## config.mk

```make
export PLATFORM = sky130hd
export DESIGN_NAME = sdram_seq
export DESIGN_NICKNAME = d
export VERILOG_FILES = /design/src/rtl/sdram_seq_pkg.sv /design/src/rtl/seq_down_ctr.sv /design/src/rtl/seq_rd_capture.sv /design/src/rtl/sdram_seq.sv
export SDC_FILE = /design/constraint.sdc
export NUM_CORES = 1
export LEC_CHECK = 0
export ABC_AREA = 1
export CORE_MARGIN = 10
export CORE_UTILIZATION = 35
export DETAILED_ROUTE_END_ITERATION = 8
export MAX_ROUTING_LAYER = met4
export SLEW_MARGIN = 10
export SYNTH_ARGS = -nofsm -noshare
export SYNTH_HDL_FRONTEND = slang
export SYNTH_SLANG_ARGS = --single-unit
export TNS_END_PERCENT = 1
```

## constraint.sdc

```tcl
create_clock -name clk_i -period 3 [get_ports clk_i]
set_clock_uncertainty 0.1 [all_clocks]
set_input_delay 0.75 -clock clk_i [delete_from_list [all_inputs] [get_ports clk_i]]
set_output_delay 0.75 -clock clk_i [all_outputs]
set_load 0.02 [all_outputs]
```

## src/rtl/sdram_seq_pkg.sv

```systemverilog
package sdram_seq_pkg;

  // {cs_n, ras_n, cas_n, we_n}
  typedef enum logic [3:0] {
    CMD_NOP = 4'b0111,
    CMD_ACT = 4'b0011,
    CMD_RD  = 4'b0101,
    CMD_WR  = 4'b0100,
    CMD_PRE = 4'b0010
  } sdr_cmd_e;

  typedef enum logic [2:0] {
    ST_IDLE,
    ST_ACT,
    ST_TRCD,
    ST_CMD,
    ST_BURST,
    ST_WREC,
    ST_PRE,
    ST_TRP
  } seq_state_e;

  // address bit that selects auto-precharge on a column command
  localparam int AP_BIT = 10;

endpackage

```

## src/rtl/seq_down_ctr.sv

```systemverilog
module seq_down_ctr #(
  parameter int W = 4
) (
  input  logic         clk_i,
  input  logic         rst_ni,
  input  logic         load_i,
  input  logic [W-1:0] load_val_i,
  output logic [W-1:0] count_o
);

  logic [W-1:0] cnt_q;

  always_ff @(posedge clk_i or negedge rst_ni) begin
    if (!rst_ni)              cnt_q <= '0;
    else if (load_i)          cnt_q <= load_val_i;
    else if (cnt_q != '0)     cnt_q <= cnt_q - 1'b1;
  end

  assign count_o = cnt_q;

endmodule

```

## src/rtl/seq_rd_capture.sv

```systemverilog
module seq_rd_capture #(
  parameter int DATA_W  = 16,
  parameter int CAS_LAT = 2
) (
  input  logic              clk_i,
  input  logic              rst_ni,
  input  logic              beat_i,
  input  logic [DATA_W-1:0] dq_i,
  output logic [DATA_W-1:0] rdata_o,
  output logic              valid_o
);

  // one bit per beat in flight; top bit marks the cycle the word is on the bus
  logic [CAS_LAT-1:0] pipe_q;

  generate
    if (CAS_LAT == 1) begin : g_cl1
      always_ff @(posedge clk_i or negedge rst_ni) begin
        if (!rst_ni) pipe_q <= '0;
        else         pipe_q <= beat_i;
      end
    end else begin : g_cln
      always_ff @(posedge clk_i or negedge rst_ni) begin
        if (!rst_ni) pipe_q <= '0;
        else         pipe_q <= {pipe_q[CAS_LAT-2:0], beat_i};
      end
    end
  endgenerate

  always_ff @(posedge clk_i or negedge rst_ni) begin
    if (!rst_ni) begin
      rdata_o <= '0;
      valid_o <= 1'b0;
    end else begin
      valid_o <= pipe_q[CAS_LAT-1];
      if (pipe_q[CAS_LAT-1]) rdata_o <= dq_i;
    end
  end

endmodule

```

## src/rtl/sdram_seq.sv

```systemverilog
module sdram_seq
  import sdram_seq_pkg::*;
#(
  parameter int BANK_W    = 2,
  parameter int ROW_W     = 13,
  parameter int COL_W     = 9,
  parameter int DATA_W    = 16,
  parameter int BURST_LEN = 4,
  parameter int T_RCD     = 2,
  parameter int CAS_LAT   = 2,
  parameter int T_WR      = 2,
  parameter int T_RP      = 2,
  localparam int MASK_W   = DATA_W / 8,
  localparam int ADDR_W   = BANK_W + ROW_W + COL_W
) (
  input  logic                        clk_i,
  input  logic                        rst_ni,
  input  logic                        req_valid_i,
  output logic                        req_ready_o,
  input  logic                        req_write_i,
  input  logic                        req_auto_pre_i,
  input  logic [ADDR_W-1:0]           req_addr_i,
  input  logic [BURST_LEN*DATA_W-1:0] req_wdata_i,
  input  logic [BURST_LEN*MASK_W-1:0] req_wmask_i,
  output logic [DATA_W-1:0]           rdata_o,
  output logic                        rdata_valid_o,
  output logic                        sd_cs_no,
  output logic                        sd_ras_no,
  output logic                        sd_cas_no,
  output logic                        sd_we_no,
  output logic [BANK_W-1:0]           sd_ba_o,
  output logic [ROW_W-1:0]            sd_addr_o,
  output logic [DATA_W-1:0]           sd_dq_o,
  output logic                        sd_dq_oe_o,
  input  logic [DATA_W-1:0]           sd_dq_i,
  output logic [MASK_W-1:0]           sd_dqm_o
);

  localparam int T_MAX  = (T_RCD > T_WR) ? ((T_RCD > T_RP) ? T_RCD : T_RP)
                                         : ((T_WR > T_RP) ? T_WR : T_RP);
  localparam int WAIT_W = $clog2(T_MAX + 1);
  localparam int BEAT_W = (BURST_LEN > 1) ? $clog2(BURST_LEN) : 1;

  seq_state_e state_q, state_d;

  logic                        wr_q, auto_q;
  logic [BANK_W-1:0]           bank_q;
  logic [ROW_W-1:0]            row_q;
  logic [COL_W-1:0]            col_q;
  logic [BURST_LEN*DATA_W-1:0] wdata_q;
  logic [BURST_LEN*MASK_W-1:0] wmask_q;

  logic              accept;
  logic              wait_load, beat_load;
  logic [WAIT_W-1:0] wait_val, wait_cnt;
  logic [BEAT_W-1:0] beat_val, beat_cnt, beat_idx;
  logic              wait_zero, beat_zero, burst_done;
  logic              wr_beat, rd_beat;
  sdr_cmd_e          cmd;
  logic [ROW_W-1:0]  col_word;

  logic [DATA_W-1:0] wword [BURST_LEN];
  logic [MASK_W-1:0] wmask [BURST_LEN];

  assign req_ready_o = (state_q == ST_IDLE);
  assign accept      = req_valid_i && req_ready_o;

  // request capture
  always_ff @(posedge clk_i or negedge rst_ni) begin
    if (!rst_ni) begin
      wr_q    <= 1'b0;
      auto_q  <= 1'b0;
      bank_q  <= '0;
      row_q   <= '0;
      col_q   <= '0;
      wdata_q <= '0;
      wmask_q <= '0;
    end else if (accept) begin
      wr_q    <= req_write_i;
      auto_q  <= req_auto_pre_i;
      bank_q  <= req_addr_i[ADDR_W-1 -: BANK_W];
      row_q   <= req_addr_i[COL_W +: ROW_W];
      col_q   <= req_addr_i[COL_W-1:0];
      wdata_q <= req_wdata_i;
      wmask_q <= req_wmask_i;
    end
  end

  generate
    for (genvar i = 0; i < BURST_LEN; i++) begin : g_word
      assign wword[i] = wdata_q[i*DATA_W +: DATA_W];
      assign wmask[i] = wmask_q[i*MASK_W +: MASK_W];
    end
  endgenerate

  seq_down_ctr #(.W(WAIT_W)) u_wait (
    .clk_i     (clk_i),
    .rst_ni    (rst_ni),
    .load_i    (wait_load),
    .load_val_i(wait_val),
    .count_o   (wait_cnt)
  );

  seq_down_ctr #(.W(BEAT_W)) u_beat (
    .clk_i     (clk_i),
    .rst_ni    (rst_ni),
    .load_i    (beat_load),
    .load_val_i(beat_val),
    .count_o   (beat_cnt)
  );

  assign wait_zero  = (wait_cnt == '0);
  assign beat_zero  = (beat_cnt == '0);
  assign burst_done = ((state_q == ST_CMD) && (BURST_LEN == 1)) ||
                      ((state_q == ST_BURST) && beat_zero);

  // sequencing; every wait state lasts (T - 1) cycles, so the next command lands T after
  always_comb begin
    state_d   = state_q;
    wait_load = 1'b0;
    wait_val  = '0;
    beat_load = 1'b0;
    beat_val  = '0;
    unique case (state_q)
      ST_IDLE:  if (req_valid_i) state_d = ST_ACT;
      ST_ACT: begin
        if (T_RCD > 1) begin
          wait_load = 1'b1;
          wait_val  = WAIT_W'((T_RCD > 1) ? T_RCD - 2 : 0);
          state_d   = ST_TRCD;
        end else begin
          state_d = ST_CMD;
        end
      end
      ST_TRCD:  if (wait_zero) state_d = ST_CMD;
      ST_CMD: begin
        if (BURST_LEN > 1) begin
          beat_load = 1'b1;
          beat_val  = BEAT_W'((BURST_LEN > 1) ? BURST_LEN - 2 : 0);
          state_d   = ST_BURST;
        end
      end
      ST_BURST: ;
      ST_WREC:  if (wait_zero) state_d = ST_PRE;
      ST_PRE: begin
        if (T_RP > 1) begin
          wait_load = 1'b1;
          wait_val  = WAIT_W'((T_RP > 1) ? T_RP - 2 : 0);
          state_d   = ST_TRP;
        end else begin
          state_d = ST_IDLE;
        end
      end
      ST_TRP:   if (wait_zero) state_d = ST_IDLE;
      default:  state_d = ST_IDLE;
    endcase

    // burst tail: read closes at once, write waits out recovery
    if (burst_done) begin
      if (!wr_q || T_WR == 1) begin
        state_d = ST_PRE;
      end else begin
        wait_load = 1'b1;
        wait_val  = WAIT_W'((T_WR > 1) ? T_WR - 2 : 0);
        state_d   = ST_WREC;
      end
    end
  end

  always_ff @(posedge clk_i or negedge rst_ni) begin
    if (!rst_ni) state_q <= ST_IDLE;
    else         state_q <= state_d;
  end

  // pin decode
  assign wr_beat  = wr_q  && ((state_q == ST_CMD) || (state_q == ST_BURST));
  assign rd_beat  = !wr_q && ((state_q == ST_CMD) || (state_q == ST_BURST));
  assign beat_idx = (state_q == ST_BURST) ? (BEAT_W'(BURST_LEN - 1) - beat_cnt) : '0;

  always_comb begin
    col_word             = '0;
    col_word[COL_W-1:0]  = col_q;
    col_word[AP_BIT]     = auto_q;
  end

  always_comb begin
    cmd       = CMD_NOP;
    sd_ba_o   = '0;
    sd_addr_o = '0;
    unique case (state_q)
      ST_ACT: begin
        cmd       = CMD_ACT;
        sd_ba_o   = bank_q;
        sd_addr_o = row_q;
      end
      ST_CMD: begin
        cmd       = wr_q ? CMD_WR : CMD_RD;
        sd_ba_o   = bank_q;
        sd_addr_o = col_word;
      end
      ST_PRE: begin
        // auto-precharge: device closes the row itself, slot stays NOP
        cmd       = auto_q ? CMD_NOP : CMD_PRE;
        sd_ba_o   = auto_q ? '0 : bank_q;
      end
      default: ;
    endcase
  end

  assign {sd_cs_no, sd_ras_no, sd_cas_no, sd_we_no} = cmd;
  assign sd_dq_oe_o = wr_beat;
  assign sd_dq_o    = wr_beat ? wword[beat_idx] : '0;
  assign sd_dqm_o   = wr_beat ? wmask[beat_idx] : '0;

  seq_rd_capture #(.DATA_W(DATA_W), .CAS_LAT(CAS_LAT)) u_cap (
    .clk_i  (clk_i),
    .rst_ni (rst_ni),
    .beat_i (rd_beat),
    .dq_i   (sd_dq_i),
    .rdata_o(rdata_o),
    .valid_o(rdata_valid_o)
  );

endmodule

```

### Yosys cells after proc, flatten, opt, wreduce, memory -nomap -nowiden

Index checks and enable logic that the tools add are counted.

| word-level totals | value |
|---|---|
| RAM bits | 0 |
| bits in read-only memories | 0 |
| output and inout bits | 56 |
| input port bits | 117 |
| latch bits | 0 |
| word-level logic and storage cells | 77 |
| memories | 0 |
| bits in registers | 124 |

| operators by class | value |
|---|---|
| div/mod/pow operators | 0 |
| $add $sub $neg | 3 |
| bitwise operators | 1 |
| order comparisons | 1 |
| multipliers | 0 |
| reductions and logical operators | 17 |
| eq/ne operators | 11 |
| shift-type cells | 0 |
| mux-type cells | 31 |

Operator list:

| cell | count |
|---|---|
| $mux 16 | 3 |
| $bmux 16 s2 | 1 |
| $pmux 13 s2 | 1 |
| $mux 2 | 11 |
| $pmux 3 s7 | 1 |
| $mux 3 | 6 |
| $eq 3x3->1 const B | 4 |
| $ne 3x3->1 const B | 3 |
| $pmux 3 s3 | 1 |
| $reduce_bool 2->1 | 4 |
| $reduce_bool 8->1 | 1 |
| $eq 3x2->1 const B | 2 |
| $mux 1 | 5 |
| $reduce_and 5->1 | 1 |
| $bmux 2 s2 | 1 |
| $logic_and 1x1->1 | 4 |
| $logic_not 2->1 | 2 |
| $pmux 2 s2 | 1 |
| $reduce_or 2->1 | 2 |
| $sub 2x1->2 const B | 2 |
| $eq 3x1->1 const B | 1 |
| $ge 3x3->1 const B | 1 |
| $logic_not 3->1 | 1 |
| $ne 3x2->1 const B | 1 |
| 4 further kinds | 4 |

### Depth between registers and ports, before layout

| logic depth | value |
|---|---|
| word-level depth | 7 |
| mapped depth | 9 |
| mapped depth without buffers | 9 |

### Modules after synthesis

A second synthesis with hierarchy kept.

| second synthesis, totals | value |
|---|---|
| cell total of the unflattened synthesis | 777 |
| area total of the unflattened synthesis | 6,227.2 µm² |

Modules (own cells, without submodules):

| module | sequential area each (µm²) | area an instance (µm²) | times used | cells an instance |
|---|---|---|---|---|
| sdram_seq | 2,527.4 | 5,275.1 | 1 | 674 |
| seq_rd_capture | 475.5 | 719.4 | 1 | 71 |
| seq_down_ctr | 50.0 | 116.4 | 2 | 16 |

### Worst setup path before layout

OpenSTA, ideal clock, no wires.

| timing | value |
|---|---|
| path kind | reg-to-output |
| start point | register state_q[1] |
| end point | output sd_dq_o[4] |
| stages on the path, launching flop included | 8 |
| slack | 627 ps |
| data arrival time | 1,523 ps |
| buffers on the path | 2 |
| required time | 2,150 ps |
| path through | dfrtp_1 > buf_2 > nor2_4 > nand3_2 > buf_2 > nor2_1 > nand2_1 > a21oi_1 |

| between the ends | value |
|---|---|
| word-level cells in the longest chain between the ends | 7 |
| elaborated cells between the ends (all ways) | 10 |
| classes of those cells | eq/ne (2); mux (5); bitwise (1); reduce/logical (2) |

RTL lines:

| element | RTL line | source |
|---|---|---|
| start, declared | sdram_seq.sv:44 | `seq_state_e state_q, state_d;` |
| start signal, assigned | sdram_seq.sv:172 | `else state_q <= state_d;` |
| $eq 3x3->1 | sdram_seq.sv:176, sdram_seq.sv:178 |  |
| $mux 2 | sdram_seq.sv:178 | `assign beat_idx = (state_q == ST_BURST) ? (BEAT_W'(BURST_LEN - 1) - beat_cnt) : '0;` |
| $not 2->3 (not written as such) | sdram_seq.sv:212 | `assign sd_dq_o = wr_beat ? wword[beat_idx] : '0;` |
| $bmux 16 s2 | sdram_seq.sv:212 |  |
| $mux 16 (not written as such) (2 in a row) | sdram_seq.sv:212 |  |
| $mux 16 * | sdram_seq.sv:212 |  |
| end, declared | sdram_seq.sv:33 | `output logic [DATA_W-1:0] sd_dq_o,` |

Every way passes the cells marked *; elsewhere a longest branch is shown, timed or not. The select of a mux whose other input is x is not followed.

### Worst setup path after layout

| timing | value |
|---|---|
| start point | register state_q[0] |
| end point | output sd_dq_o[0] |

The elaborated chain is that of the path after synthesis.

==> impl_metrics.ini <==
[outcome]
status = finished clean

[clock_network]
h-tree-depth = 4
root_buffer = clkbuf_16
clk_path_buf_depth = 2
cts_tree = yes
clkTransAtPathRegs_ns = 0.06
cts.sinks = 124
clkLatencyLatePin_ns = 0.41
numCtsBuffers = 17

[sta]
rsz0062_at_grt = false
fin_crit_ns = 2.891
final-setup-viol-count = 0
worstMarginPinSlew_ns = 0.7072
setup_ws_ns = 0.1091
fmax_mhz = 345.9
period_share_pct = 96.36
whs_ns = 0.2472
drv_slew = 0
slew-limit-headroom_pct = 52.85
hold_viol_final = 0
setup_tns_ns = 0

[setup_path]
timing.rr.end = wdata_q[17]$_DFFE_PN0P_
cp.arrival_ns = 2.04
cp_max_fo = 28
cp-startpoint = state_q[0]$_DFFE_PN0P_
endpoint_kind = output pin
r2r_start = state_q[2]$_DFFE_PN0P_
r2r_cells = 7
critPathKind = reg -> out
startpoint_type = flop
cp.required_ns = 2.15
reg2reg_slack_ns = 0.55

[job]
max-cap-violations = 0

[synthesis]
ys_seq_area_share_pct = 50.38
ys_top_cells_by_area = dfrtp_1 50%, nand2_1 9.3%, a21oi_2 8.4%
yosys_warnings = 0
synth_cells = 718
syn_area_sq_um = 6160
ys_ff_latch = 124
postSynthAreaPerCell_sq_um = 8.579
synth_area_leader_cell = dfrtp_1
synth_top_area_share_pct = 50.38
syn_nets = 837
ys_types = 28

[detailed_routing]
postRouteAntennaNets = 0
drt_iter0_drc = 313
drc = 0
drt-pass1-iter-count = 5
drt-total-wl_um = 18700
vias = 5300
viasPerCell = 4.707
routedWlPerCell_um = 16.61

[floorplanning]
rows = 48
pin_count = 173
start_util_pct = 35.61
die_y_um = 152.7
die_area_sq_um = 23310
coreArea_sq_um = 17300
die_width_um = 152.7

[global_route]
grt_pass1_vias = 5387
antenna_found_initial = 0
gr-usage-all-layers_pct = 16.51
grt_max_degree = 71
grt_pass1_wl_um = 30280
gr-total-overflow = 0

[placement]
hpwlAfterDp_um = 13640
numPortBuffers = 171
pre_cts_slack_ns = 0.1320
gp_congestion = 0.8342

[layout]
syn2layout_area_growth_pct = 41.80
finalNetCount = 1007
antenna_cells = 0
final_layout_size_suffix_gt1_share_pct = 18.53

[hold_path]
min_path_type = in -> async

[power_and_ir_drop]
p_leak_nw = 4.229
irDropWorstVdd_uv = 455.6
p_per_area_nw_per_um2 = 1042
## worst max-delay path: stages (launching register included)
cell	delay, ns
dfrtp_1	0.40
nor2_4	0.21
nand3_2	0.13
buf_12	0.19
nor2_1	0.11
nand2_1	0.08
a21oi_1	0.13
dlygate4sd2_1	0.37
## worst max path at each step
| stage | endpoint | slack (ns) | depth (start not counted) |
|---|---|---|---|
| final | sd_dq_o[0] | 0.11 | 7 |
| after global placement | sd_dqm_o[0] | 0.17 | 7 |
| after floorplan | sd_dq_o[4] | 0.63 | 7 |
| after global routing | sd_dq_o[14] | 0.002 | 7 |
| after CTS | sd_dq_o[7] | 0.0001 | 7 |
| after detailed placement | sd_dqm_o[0] | 0.13 | 7 |
## state kept, by name, indices dropped and copies added, names as in the netlist, 2 cells and up
signal	cells
u_cap.pipe_q	2
u_beat.count_o	2
wmask_q	8
wdata_q	64
state_q	3
row_q	13
u_cap.rdata_o	16
u_wait.count_o	2
col_q	9
bank_q	2
## placed cells by master, fill, tap and decap left out, types with 4 or more instances in the layout
master,count
nand2_1,152
mux2_2,17
clkbuf_16,17
nor2_1,109
clkbuf_2,12
dfrtp_1,123
a21oi_1,22
buf_4,24
nand3_1,65
inv_1,69
a32o_1,10
dlygate4sd2_1,20
a21oi_2,59
nand4_1,21
clkdlybuf4s50_1,133
bufinv_16,5
clkbuf_8,4
## routing by layer
layer / GRT usage, % / up-vias / part of all wire [%]
met5: - / - / 0
met4: 4.360 / 0 / 0.79
met3: 4.036 / 9 / 5.0
met2: 23.45 / 143 / 44
met1: 22.92 / 2492 / 50
li1: - / 2656 / -
## cell usage after synthesis (all sizes together)
master	n
buf	31
nand3	68
nor3	2
o211ai	1
conb	1
nand4	21
ha	2
a21o	1
clkbuf	17
inv	74
a32o	10
a21oi	81
nand2	155
o21ai	1
a31oi	1
dfrtp	124
mux2	17
nor2	111
## cells by family after synthesis
family	share of synthesized area [%]
flip-flops	50.38
other	0.06088
adder cells (fa/ha/maj)	0.4062
buffers and inverters	9.039
multiplexers	3.108
AO/OA/AOI/OAI	12.23
AND/OR/NAND/NOR	24.78
## report_power, final
group          leakage [nW]  total (mW)  switching [mW]  internal (mW)
Sequential             1.44        2.80           0.352           2.44
Clock                 0.321        2.30           0.739           1.56
Combinational          2.47        4.00            2.44           1.56
Total                  4.23        9.10            3.53           5.57
## stage by stage
step                      instances  cell area (sq um)  util (%)  power (mW)
final                          1126               8735     50.50       9.097
after floorplan                 718               6160         -       5.393
after global routing           1126               8735     50.50       9.732
after global placement         1092               8117     46.93       6.934
after CTS                      1124               8752     50.60       9.189
after detailed placement       1092               8117     46.93       6.975
## layout make-up
cell class                      count  area, sq um
Fill cell                        1706         8562
Sequential cell                   124         3104
Multi-Input combinational cell    472         2519
Timing Repair Buffer              199         1877
Clock buffer                       21        480.5
Inverter                           74        285.3
Tap cell                          225        281.5
Clock inverter                     11        187.7
## repair_timing
item | in CTS | in global routing
buffers inserted | 0 | 2
endpoints found under the setup margin | 36 | 19
pin swaps | 2 | 2
resized for setup | 44 | 29
hold buffers | 0 | 0
Note: power is estimated with default switching activity, not from simulation.
